===== src/rtl/cic_interp_pkg.sv =====
package cic_interp_pkg;

    // Bits needed to hold the interpolator gain RATE^(STAGES-1).
    function automatic int gain_bits(input int rate, input int stages);
        longint g;
        int     r;
        g = 1;
        r = 0;
        for (int i = 1; i < stages; i++) g = g * rate;
        while ((longint'(1) << r) < g) r++;
        return r;
    endfunction

endpackage


===== src/rtl/cic_phase_gen.sv =====
module cic_phase_gen #(
    parameter int RATE = 10
) (
    input  logic clk,
    input  logic rst,
    input  logic en,
    output logic take
);
    localparam int PH_W = (RATE > 1) ? $clog2(RATE) : 1;

    typedef struct packed {
        logic [PH_W-1:0] phase;
    } ph_state_t;

    ph_state_t st_d, st_q;

    always_comb begin
        st_d = st_q;
        if (en) begin
            if (st_q.phase == PH_W'(RATE - 1)) st_d.phase = '0;
            else                               st_d.phase = st_q.phase + 1'b1;
        end
    end

    always_ff @(posedge clk) begin
        if (rst) st_q <= '0;
        else     st_q <= st_d;
    end

    assign take = en && (st_q.phase == '0);

endmodule


===== src/rtl/cic_comb_bank.sv =====
module cic_comb_bank #(
    parameter int W      = 16,
    parameter int STAGES = 4
) (
    input  logic                clk,
    input  logic                rst,
    input  logic                take,
    input  logic signed [W-1:0] x_in,
    output logic signed [W-1:0] c_out
);
    typedef struct packed {
        logic [STAGES-1:0][W-1:0] dly;
    } comb_state_t;

    comb_state_t st_d, st_q;
    logic signed [W-1:0] tap [STAGES+1];

    // Differences at the low rate with a one-sample delay per section.
    assign tap[0] = x_in;
    generate
        for (genvar i = 0; i < STAGES; i++) begin : g_sec
            assign tap[i+1] = tap[i] - $signed(st_q.dly[i]);
        end
    endgenerate

    always_comb begin
        st_d = st_q;
        if (take) begin
            for (int i = 0; i < STAGES; i++) st_d.dly[i] = tap[i];
        end
    end

    always_ff @(posedge clk) begin
        if (rst) st_q <= '0;
        else     st_q <= st_d;
    end

    assign c_out = tap[STAGES];

    AST_COMB_IDLE_HOLD: assert property (@(posedge clk) disable iff (rst)
        !take |=> $stable(st_q.dly));

endmodule


===== src/rtl/cic_integ_bank.sv =====
module cic_integ_bank #(
    parameter int W      = 16,
    parameter int STAGES = 4
) (
    input  logic                clk,
    input  logic                rst,
    input  logic                en,
    input  logic                take,
    input  logic signed [W-1:0] u_in,
    output logic signed [W-1:0] y_out
);
    typedef struct packed {
        logic [STAGES-1:0][W-1:0] acc;
    } integ_state_t;

    integ_state_t st_d, st_q;
    logic [W-1:0] carry;

    // Zero insertion feeds the first section; the chain settles in one cycle.
    always_comb begin
        st_d  = st_q;
        carry = take ? u_in : '0;
        if (en) begin
            for (int j = 0; j < STAGES; j++) begin
                st_d.acc[j] = st_q.acc[j] + carry;
                carry       = st_d.acc[j];
            end
        end
    end

    always_ff @(posedge clk) begin
        if (rst) st_q <= '0;
        else     st_q <= st_d;
    end

    assign y_out = $signed(st_q.acc[STAGES-1]);

    AST_INTEG_IDLE_HOLD: assert property (@(posedge clk) disable iff (rst)
        !en |=> $stable(st_q.acc));
    AST_ZERO_GAP_FLAT: assert property (@(posedge clk) disable iff (rst)
        (en && !take) |=> (st_q.acc[0] == $past(st_q.acc[0])));

endmodule


===== src/rtl/cic_interp.sv =====
module cic_interp
    import cic_interp_pkg::*;
#(
    parameter int IN_W   = 16,
    parameter int RATE   = 10,
    parameter int STAGES = 4,
    parameter int OUT_W  = IN_W + gain_bits(RATE, STAGES)
) (
    input  logic                    clk,
    input  logic                    rst,
    input  logic                    hi_en,
    output logic                    smp_req,
    input  logic signed [IN_W-1:0]  smp_data,
    output logic                    out_vld,
    output logic signed [OUT_W-1:0] out_data
);
    localparam int FULL_W = IN_W + gain_bits(RATE, STAGES);
    localparam int DROP   = FULL_W - OUT_W;

    typedef struct packed {
        logic vld;
    } top_state_t;

    top_state_t st_d, st_q;
    logic take;
    logic signed [FULL_W-1:0] x_ext, comb_y, integ_y;

    assign x_ext = FULL_W'(smp_data);

    cic_phase_gen #(.RATE(RATE)) phase_i (
        .clk (clk), .rst (rst), .en (hi_en), .take (take)
    );

    cic_comb_bank #(.W(FULL_W), .STAGES(STAGES)) comb_i (
        .clk (clk), .rst (rst), .take (take), .x_in (x_ext), .c_out (comb_y)
    );

    cic_integ_bank #(.W(FULL_W), .STAGES(STAGES)) integ_i (
        .clk (clk), .rst (rst), .en (hi_en), .take (take),
        .u_in (comb_y), .y_out (integ_y)
    );

    always_comb begin
        st_d     = st_q;
        st_d.vld = hi_en;
    end

    always_ff @(posedge clk) begin
        if (rst) st_q <= '0;
        else     st_q <= st_d;
    end

    assign smp_req  = take;
    assign out_vld  = st_q.vld;
    assign out_data = integ_y[FULL_W-1 -: OUT_W];

    generate
        if (DROP > 0) begin : g_trunc
            logic unused_low;
            assign unused_low = ^integ_y[DROP-1:0];
        end
    endgenerate

    // Independent spacing monitor for accepted samples.
    logic [31:0] gap_q;
    logic        seen_q;
    always_ff @(posedge clk) begin
        if (rst) begin
            gap_q  <= '0;
            seen_q <= 1'b0;
        end else if (hi_en) begin
            gap_q  <= smp_req ? 32'd0 : gap_q + 32'd1;
            seen_q <= seen_q | smp_req;
        end
    end

    AST_TAKE_SPACING: assert property (@(posedge clk) disable iff (rst)
        (smp_req && seen_q) |-> (gap_q == 32'(RATE - 1)));
    AST_TAKE_NEEDS_EN: assert property (@(posedge clk) disable iff (rst)
        !hi_en |-> !smp_req);
    AST_OUT_HOLD: assert property (@(posedge clk) disable iff (rst)
        !hi_en |=> $stable(out_data));

endmodule


===== config.mk =====
export PLATFORM = sky130hd
export DESIGN_NAME = cic_interp
export DESIGN_NICKNAME = d
export VERILOG_FILES = /design/src/rtl/cic_interp_pkg.sv /design/src/rtl/cic_phase_gen.sv /design/src/rtl/cic_comb_bank.sv /design/src/rtl/cic_integ_bank.sv /design/src/rtl/cic_interp.sv
export SDC_FILE = /design/constraint.sdc
export NUM_CORES = 1
export LEC_CHECK = 0
export ABC_AREA = 1
export BUFFER_PORTS_ARGS = -buffer_cell sky130_fd_sc_hd__buf_4
export CAP_MARGIN = 20
export CORE_AREA = 5 5 195 197
export CTS_CLUSTER_SIZE = 28
export DETAILED_ROUTE_END_ITERATION = 8
export DIE_AREA = 0 0 200 202
export PLACE_DENSITY = 0.69
export RECOVER_POWER = 100
export REMOVE_ABC_BUFFERS = 1
export SLEW_MARGIN = 20
export SYNTH_ARGS = -nofsm -noshare
export SYNTH_HDL_FRONTEND = slang
export SYNTH_HIERARCHICAL = 1
export SYNTH_SLANG_ARGS = --single-unit

===== constraint.sdc =====
create_clock -name clk -period 21.8 [get_ports clk]
set_clock_uncertainty 0.1 [all_clocks]
set_input_delay 0 -clock clk [delete_from_list [all_inputs] [get_ports clk]]
set_output_delay 0 -clock clk [all_outputs]
set_load 0.03 [all_outputs]

* After elaboration in Yosys (flattened, before gate mapping)
Cells that the tools add are included.
** Operators by class
- Add/subtract/negate cells :: 9
- Reductions and logical operators :: 2
- Order comparisons :: 0
- Shifts and indexed selects :: 0
- Equality and inequality tests :: 1
- Div/mod/pow operators :: 0
- Multiplexer cells :: 2
- Multiply operators :: 0
- Bitwise logic cells :: 0
** Operators by type and width (number)
- 26-bit adder :: 4
- 26-bit subtractor :: 3
- 26-bit two-way mux :: 1
- 16-bit by 16-bit subtractor with 17-bit output :: 1
- 4-bit by 1-bit adder with 4-bit output (second input constant) :: 1
- 4-bit equality test (second input constant) :: 1
- 4-bit logical NOT :: 1
- 4-bit two-way mux :: 1
- 1-bit logical AND :: 1
** Storage, ports and cells
- Memories :: 0
- Bits in latches :: 0
- Memory bits (writable) :: 0
- Bits in read-only memories :: 0
- Flip-flop bits (word level) :: 203

* Longest topological paths before layout
Gate-level depths: netlist (run 1).
- Depth after elaboration :: 9
- Gate-level depth with buffers :: 71
- Gate-level depth less buffers :: 70

* By module
The synthesis (run 1) kept the hierarchy.
** By module, submodules not included
- cic_comb_bank :: cells an instance 1390, times used 1, area an instance 9342.7 um2, seq. area each 2082.0 um2
- cic_integ_bank :: cells an instance 1396, times used 1, area an instance 9291.4 um2, seq. area each 2082.0 um2
- cic_phase_gen :: cells an instance 29, times used 1, area an instance 195.2 um2, seq. area each 80.1 um2
- cic_interp :: cells an instance 3, times used 1, area an instance 30.0 um2, seq. area each 20.0 um2

* Worst setup path before layout (run 1)
Ideal clock, no wire load.
- Path type :: register -> register
- Start :: register comb_i/st_q[0] in the netlist's numbering
- End :: register integ_i.st_q (netlist bit integ_i/y_out[25])
- Setup time :: 110 ps
- Path slack :: 12564 ps
- Period minus slack after synthesis :: 9236 ps
- Data required time :: 21590 ps
- Stages on the path, launching flop included :: 67
- Buffers on the path :: 1
- Arrival time :: 9026 ps
- Path through :: dfxtp_1 ha_1 inv_1 fa_1 nand2_1 inv_1 nand2_1 nor2_1 nor2_1 xnor2_1 ha_1 nand2_1 nand2_1 nand2_1 nand2_1 a21oi_1 o21ai_2 xor2_1 [31 not listed] xor2_1 ha_1 nand2_1 inv_1 a221oi_1 nand3_1 xor2_1 ha_1 a21oi_1 o21ai_0 a211oi_1 nand2_1 inv_1 nand3_1 nand3_1 nand2_1 inv_1 nor2_1
** RTL lines
- start: declaration :: RTL line cic_comb_bank.sv:15 : comb_state_t st_d, st_q;
- start signal: assignment :: RTL line cic_comb_bank.sv:35 : else st_q <= st_d;
- end signal: assignment :: RTL line cic_integ_bank.sv:33 : else st_q <= st_d;
- end: declaration :: RTL line cic_integ_bank.sv:16 : integ_state_t st_d, st_q;

==> impl_metrics.ini, run 1 <==
[outcome]
status = complete, but fails checks
violations = max-capacitance violations, max-slew violations

[timing]
maxSlewHeadroom = -1.167
finalCriticalPeriod_ns = 12.40
finalHoldViolCount = 0
finalSetupViolations = 0
worst_pin_slew_ns = 3.251
fmax_mhz = 80.68
fin_setup_tns_ns = 0
rsz0062_at_grt = false
min_period_over_period = 0.5686
maxSlewViolCount = 386

[critical_path]
reg2reg_from = comb_i/st_q[0]
r2r_slack_ns = 9.40
crit_path_end = integ_i/y_out[25]
critical_path_class = reg2reg
crit_path_start = comb_i/st_q[0]
path_max_fanout = 6
cp_slowest_cell = o21ai_0
end_kind = flop
start_kind = flop
cp.required_ns = 22.15
r2r_cells = 61
timing.rr.end = integ_i/y_out[25]
slowest_delay_ns = 0.80
cp.arrival_ns = 12.75

[logic_synthesis]
syn_inst = 2818
synth_edf_count = 0
synth_area_mm2 = 0.01886
async_reset_ff_frac = 0
yosysWarnings = 6
ys_types = 55
ys_seq_area_frac = 0.2261
synth_ff_type = dfxtp_1
synth_area_per_cell_um2 = 6.692
ys_seq_elements = 213

[floorplanning]
initial_utilization = 0.5226
dieWidth_um = 200
fp.dieH_um = 202
pin_count = 47
core_area_mm2 = 0.03608
dieArea_mm2 = 0.04040
core.rowCount = 70

[layout]
drive_gt1_frac = 0.04512
nNetsFinal = 3030
stdcell_count = 3283
final_cell_mix = inv_1 (474), nand2_1 (401), nor2_1 (307)
fillCellCount = 3629
final_common_cell = inv_1
diodes = 0
syn2layout_area_growth_pct = 6.124

[routing]
vias = 17410
wl_met3_um = 1099
wl_met1_um = 20530
drc = 0
drtPass1Iterations = 5
viasPerCell = 5.304
drtIter0Drc = 557
wl_um = 47950
met2_length_um = 24800
top_layer = met4
wl_per_cell_um = 14.60
ant_nets = 0

[placed_design]
portBuffers = 46
gp_congestion = 0.8989
dp_hpwl_um = 36740
dpl.cell_count = 3215

[global_routing]
grt_start_max_net_pins = 103
overflow = 0
grt_usage = 0.2336
grt_pass1_wl_um = 80470
antenna_found_initial = 0
grt_pass1_vias = 17390

[clocking]
clk_pin_slew_worst_paths_ns = 0.06
cts_buffers = 28
cts_max_path_buffers = 3
clock_sinks = 213
insertion_delay_ns = 0.58
h-tree-depth = 1
clockRootBuffer = clkbuf_16
cts_tree = yes

[worst_hold_path]
min_path_type = in2reg

[flow_run]
cap_violations = 6
[worst min-delay path by stage]
stage                startpoint  depth (start not counted)  slack, ns             end
floorplan                   rst                          1      -0.03         out_vld
global placement    smp_data[0]                          3       0.19  comb_i/st_q[0]
detailed placement  smp_data[0]                          3       0.20  comb_i/st_q[0]
CTS                 smp_data[0]                          4       0.12  comb_i/st_q[0]
global route        smp_data[0]                          4       0.17  comb_i/st_q[0]
finish              smp_data[0]                          4       0.15  comb_i/st_q[0]
[repair_timing]
action,CTS,global route
hold endpoints to repair,123,0
buffers inserted,0,0
hold buffers,18,0
gates resized for setup,0,0
[cell families after synthesis]
| kind of cell | after synthesis | synth area share |
|---|---|---|
| xor gates and xnor gates | 176 | 0.08174 |
| DFF | 213 | 0.2261 |
| AOI/OAI and AO/OA | 698 | 0.2075 |
| and+or+nand+nor | 911 | 0.2046 |
| buffers and inverters | 604 | 0.1336 |
| adders and majority gates | 216 | 0.1465 |
[stage by stage]
| stage | instance area (um^2) | hold slack, ns | setup slack, ns | util |
|---|---|---|---|---|
| floorplan | 18140 | -0.03313 | 12.63 | - |
| global placement | 19130 | 0.1868 | 10.04 | 0.5301 |
| detailed placement | 19130 | 0.1963 | 10.06 | 0.5301 |
| CTS | 20220 | 0.1237 | 9.978 | 0.5603 |
| global route | 20010 | 0.1663 | 8.504 | 0.5546 |
| finish | 20010 | 0.1519 | 9.405 | 0.5546 |
[cell type report]
class,count,area [um^2],area share
Sequential cell,213,4264,0.2131
Inverter,481,1808,0.09033
Clock buffer,39,772.0,0.03857
Timing Repair Buffer,70,450.4,0.02251
Multi-Input combinational cell,2001,12000,0.5995
Clock inverter,11,136.4,0.006814
Tap cell,468,585.6,0.02926
[synth_stat cells (all sizes together) (5+ instances only)]
master | instances | area share
o211ai | 10 | 0.0040
xor2 | 129 | 0.060
nor2 | 313 | 0.064
nor4 | 14 | 0.0046
nand2 | 419 | 0.086
nand3 | 118 | 0.035
a21o | 25 | 0.010
dfxtp | 213 | 0.23
o221ai | 5 | 0.0023
o21ai | 278 | 0.076
a211oi | 6 | 0.0024
nand4 | 16 | 0.0053
o21bai | 20 | 0.0096
nor3 | 21 | 0.0064
ha | 208 | 0.14
fa | 8 | 0.0085
a31oi | 16 | 0.0053
a21boi | 5 | 0.0020
xnor2 | 47 | 0.022
clkbuf | 64 | 0.015
buf | 58 | 0.022
a21oi | 313 | 0.087
o21a | 9 | 0.0036
inv | 481 | 0.096
[flip-flops by register name, summed over array words and instances, names as in the netlist]
signal and count:
comb_i/st_q 104, out_vld 1, integ_i/st_q 78, integ_i/y_out 26
phase_i/st_q 4
[metal layers]
| metal | vias to the layer above | GRT usage |
|---|---|---|
| li1 | 9091 | - |
| met2 | 254 | 0.4491 |
| met3 | 101 | 0.02484 |
| met5 | - | 0 |
| met1 | 7966 | 0.2659 |
| met4 | 0 | 0.07230 |
[worst max-delay path, delay by kind of cell (launching register included)]
family	cells	cell delay, ns
compound gates	18	4.13
simple gates	19	2.58
flops	1	0.32
buf+inv	8	0.59
fa+ha+maj	9	2.98
xor+xnor	7	1.53
Power of run 1 is not shown: default switching activity piles up to over one toggle a cycle in this logic, so the estimate is an artifact.
==> run 2, diff against run 1 <==
- ABC_AREA: 1 -> 0
- CORE_AREA: 5 5 195 197 -> 5 5 192 194
- DIE_AREA: 0 0 200 202 -> 0 0 197 199
- clock period: 21.8 -> 12 ns (I/O delays scaled with it)
==> impl_metrics.ini, run 2 <==
[layout]
final_cell_mix = nor2_1 (280), dfxtp_1 (213), ha_1 (199)
final_common_cell = nor2_1
nNetsFinal = 2435
drive_gt1_frac = 0.08829
syn2layout_area_growth_pct = 9.742
largest_register_ffs = 104
diodes = 0
top_register = comb_i/st_q

[logic_synthesis]
yosysWarnings = 6
synth.area.top_cells = dfxtp_1 (23%), ha_1 (14%), mux2i_1 (9.6%), xnor2_1 (6.0%), nor2_1 (5.8%)
async_reset_ff_frac = 0
synth.top_cell.area_share = 0.2341
synth_edf_count = 0
synth_area_mm2 = 0.01821
synth_area_per_cell_um2 = 8.304
ys_seq_area_frac = 0.2341
synth_ff_type = dfxtp_1
ys_seq_elements = 213
syn_inst = 2193
synthTopCellsByCount = nor2_1 (282), dfxtp_1 (213), ha_1 (208), mux2i_1 (175), inv_1 (152)
ys_types = 99
synth_area_leader_cell = dfxtp_1
yosysMostFrequentCell = nor2_1

[critical_path]
critical_path_class = reg2reg
reg2reg_from = comb_i/st_q[1]
cp.required_ns = 12.33
crit_path_start = comb_i/st_q[1]
start_kind = flop
worst-path-stages = 54
crit_path_end = integ_i/y_out[25]
end_kind = flop
timing.rr.end = integ_i/y_out[25]
cp_slowest_cell = or3b_2
cp_num_buf_inv = 5
path_max_fanout = 7
slowest_delay_ns = 0.45
critPathMostFrequentCell = ha_1
r2r_slack_ns = 0.55
crit_family = simple AND/OR/NAND/NOR gates
r2r_cells = 54
cp.arrival_ns = 11.78

[clocking]
insertion_delay_ns = 0.55
clk_pin_slew_worst_paths_ns = 0.06
cts_max_path_buffers = 3
clockRootBuffer = clkbuf_16
h-tree-depth = 1
cts_buffers = 27
cts_tree = yes
clock_sinks = 213

[timing]
finalCriticalPeriod_ns = 11.45
maxSlewViolCount = 198
finalHoldViolCount = 0
min_period_over_period = 0.9544
maxSlewHeadroom = -1.387
fmax_mhz = 87.31
finalSetupViolations = 0
worst_pin_slew_ns = 3.581
setup_slack_ns = 0.5470

[placed_design]
gp_congestion = 0.8876
dp_hpwl_um = 26660
pre_cts_ws_ns = -0.01169
portBuffers = 46

[floorplanning]
fp.dieH_um = 199
dieArea_mm2 = 0.03920
core_area_mm2 = 0.03505
dieWidth_um = 197
core.rowCount = 69
pin_count = 47
initial_utilization = 0.5196

[routing]
wl_um = 37250
met2_length_um = 18280
drtPass1Iterations = 5
viasPerCell = 5.505
top_layer = met4
drc = 0
wl_met3_um = 948
ant_nets = 0
vias = 14760
drtIter0Drc = 475
wl_per_cell_um = 13.89
wl_met1_um = 16860

[global_routing]
antenna_found_initial = 0
grt_usage = 0.1843
grt_pass1_wl_um = 63490
overflow = 0
grt_pass1_vias = 14480
grt_start_max_net_pins = 158

[flow_run]
cap_violations = 3

[worst_hold_path]
hold_depth = 4
min_path_type = in2reg

[outcome]
violations = max-capacitance violations, max-slew violations
status = complete, but fails checks
==> run 2: routing by layer <==
metal / up-vias / GRT usage
li1: 7676 / -
met1: 6807 / 0.2153
met2: 189 / 0.3499
met3: 87 / 0.02185
met4: 0 / 0.05855
met5: - / 0
==> run 2: cell type report <==
type / instances / area [um^2]
sequential: 213 / 4264
clock inverter: 10 / 108.9
fill: 3214 / 15070
tap: 461 / 576.8
timing repair buffer: 94 / 653.1
inverter: 153 / 574.3
clock buffer: 39 / 780.7
multi-input combinational: 1711 / 13030
==> run 2: how the worst min path moves through the flow <==
stage | from | to | slack [ns]
after floorplan | rst | phase_i/st_q[1] | -0.04
final | smp_data[2] | comb_i/st_q[2] | 0.14
after global routing | smp_data[4] | comb_i/st_q[4] | 0.16
after CTS | smp_data[12] | comb_i/st_q[12] | 0.12
after detailed placement | smp_data[10] | comb_i/st_q[10] | 0.16
after global placement | smp_data[10] | comb_i/st_q[10] | 0.15
==> run 2: kinds of logic after synthesis <==
| family | synth area share |
|---|---|
| AO/OA/AOI/OAI | 0.1986 |
| XOR/XNOR | 0.09097 |
| adder cells (fa/ha/maj) | 0.1517 |
| buffers and inverters | 0.06623 |
| flip-flops | 0.2341 |
| multiplexers | 0.09681 |
| AND/OR/NAND/NOR | 0.1616 |
==> run 2: tightest hold or removal path: cells and delay by family <==
kind          cells  cell delay [ns]
buf+inv           2             0.63
simple gates      1             0.07
mux               1             0.06
==> run 2: timing repair <==
action,4_1_cts,5_1_grt
hold endpoints to repair,123,0
resized for setup,1,64
pin swaps,1,30
hold buffers,19,0
endpoints found under the setup margin,1,5
setup buffers,1,22
==> run 2: metrics by stage <==
step	utilization	setup TNS [ns]	cells	hold slack [ns]	instance area (um^2)
2_1_floorplan	-	-1587.52	2077	-0.03756	17580
3_3_place_gp	0.5299	0	2590	0.1510	18570
3_5_place_dp	0.5299	-0.01169	2590	0.1603	18570
4_1_cts	0.5610	0	2659	0.1180	19660
5_1_grt	0.5702	-0.1590	2681	0.1558	19990
6_report	0.5702	0	2681	0.1393	19990
Power of run 2 is left out for the same reason.
==> run 3, diff against run 2 <==
- BUFFER_PORTS_ARGS: -buffer_cell sky130_fd_sc_hd__buf_4 -> -buffer_cell sky130_fd_sc_hd__buf_2
==> impl_metrics.ini, run 3 (same netlist as run 2, synthesis figures left out) <==
[outcome]
status = complete, but fails checks
violations = max-capacitance violations, max-slew violations

[critical_path]
cp.arrival_ns = 11.82
path_max_fanout = 6
slowest_delay_ns = 0.47
end_kind = flop
cp.required_ns = 12.33
start_kind = flop
critical_path_class = reg2reg
critPathMostFrequentCell = nand2_1
cp_slowest_cell = or3b_2

[clocking]
clk_pin_slew_worst_paths_ns = 0.06
insertion_delay_ns = 0.55
cts_max_path_buffers = 3
clockRootBuffer = clkbuf_16
cts_buffers = 27
clock_sinks = 213
cts_tree = yes
h-tree-depth = 1

[floorplanning]
pin_count = 47
initial_utilization = 0.5196
core.rowCount = 69
core_area_mm2 = 0.03505
fp.dieH_um = 199
dieArea_mm2 = 0.03920
dieWidth_um = 197

[routing]
ant_nets = 0
drtIter0Drc = 433
viasPerCell = 5.450
drtPass1Iterations = 5
wl_per_cell_um = 13.82
wl_um = 37270
vias = 14690
drc = 0

[layout]
nNetsFinal = 2451
largest_register_ffs = 104
diodes = 0
syn2layout_area_growth_pct = 11.37
final_common_cell = nor2_1
final_cell_mix = nor2_1 (279), dfxtp_1 (213), ha_1 (189)
drive_gt1_frac = 0.1092
top_register = comb_i/st_q
utilization = 0.5786

[timing]
worst_pin_slew_ns = 3.321
finalCriticalPeriod_ns = 11.49
fin_hold_ws_ns = 0.1395
maxSlewHeadroom = -1.214
setup_slack_ns = 0.5115
finalHoldViolCount = 0
fmax_mhz = 87.04
min_period_over_period = 0.9574
finalSetupViolations = 0
maxSlewViolCount = 185

[placed_design]
gp_congestion = 0.8976
portBuffers = 46
pre_cts_ws_ns = -0.1557
dp_hpwl_um = 26050

[flow_run]
cap_violations = 3

[global_routing]
grt_pass1_wl_um = 62180
antenna_found_initial = 0
grt_pass1_vias = 14200
grt_usage = 0.1805
grt_start_max_net_pins = 157
overflow = 0

[worst_hold_path]
min_path_type = in2reg
==> run 3: changes by cell type in the layout (fill, tap and decap cells not counted), sizes merged <==
cell / delta
clkinv: -2
bufinv: -1
buf: +17
clkinvlp: -2
clkbuf: +3
==> run 3: final timing paths <==
kind	cells after the start	endpoint	slack, ns	startpoint
worst min-delay path	4	comb_i/st_q[2]	0.14	smp_data[2]
worst max-delay path	53	integ_i/y_out[25]	0.51	comb_i/st_q[0]
worst max register to register	53	integ_i/y_out[25]	0.51	comb_i/st_q[0]
worst min register to register	2	comb_i/st_q[86]	0.37	comb_i/st_q[86]
==> run 3: layout make-up <==
| type | count | area, um^2 |
|---|---|---|
| Fill cell | 3171 | 14770 |
| Multi-Input combinational cell | 1711 | 13260 |
| Tap cell | 461 | 576.8 |
| Clock inverter | 5 | 57.56 |
| Timing Repair Buffer | 110 | 738.2 |
| Sequential cell | 213 | 4264 |
| Clock buffer | 43 | 815.8 |
| Inverter | 153 | 574.3 |
==> run 3: metrics by stage <==
stage / TNS, ns / area, um^2 / cells
floorplan: -1587.52 / 17580 / 2077
global placement: 0 / 18460 / 2590
detailed placement: -0.1557 / 18460 / 2590
CTS: 0 / 19540 / 2658
global route: -0.1728 / 20280 / 2696
finish: 0 / 20280 / 2696
==> run 3: metal layers <==
metal,routed length [um],up-vias,global-route usage
li1,-,7704,-
met1,16940,6732,0.2143
met2,18320,180,0.3406
met3,1011,77,0.02287
met4,1000,0,0.05085
met5,0,-,0
==> run 3: worst max-delay path: cells and delay by family (launching register included) <==
family	cells	cell delay, ns
AND/OR/NAND/NOR	18	3.48
XOR/XNOR	6	1.11
adder cells (fa/ha/maj)	9	2.64
multiplexers	2	0.50
AO/OA/AOI/OAI	15	2.87
flip-flops	1	0.33
buffers and inverters	3	0.35
==> run 3: repair_timing <==
| action | 4_1_cts | 5_1_grt |
|---|---|---|
| buffers inserted | 1 | 38 |
| cloned | 0 | 0 |
| hold buffers | 19 | 0 |
| setup endpoints to repair | 1 | 4 |
| pin swaps | 1 | 48 |
| gates resized for setup | 3 | 100 |
| hold endpoints to repair | 90 | 0 |
Power of run 3 is left out for the same reason.
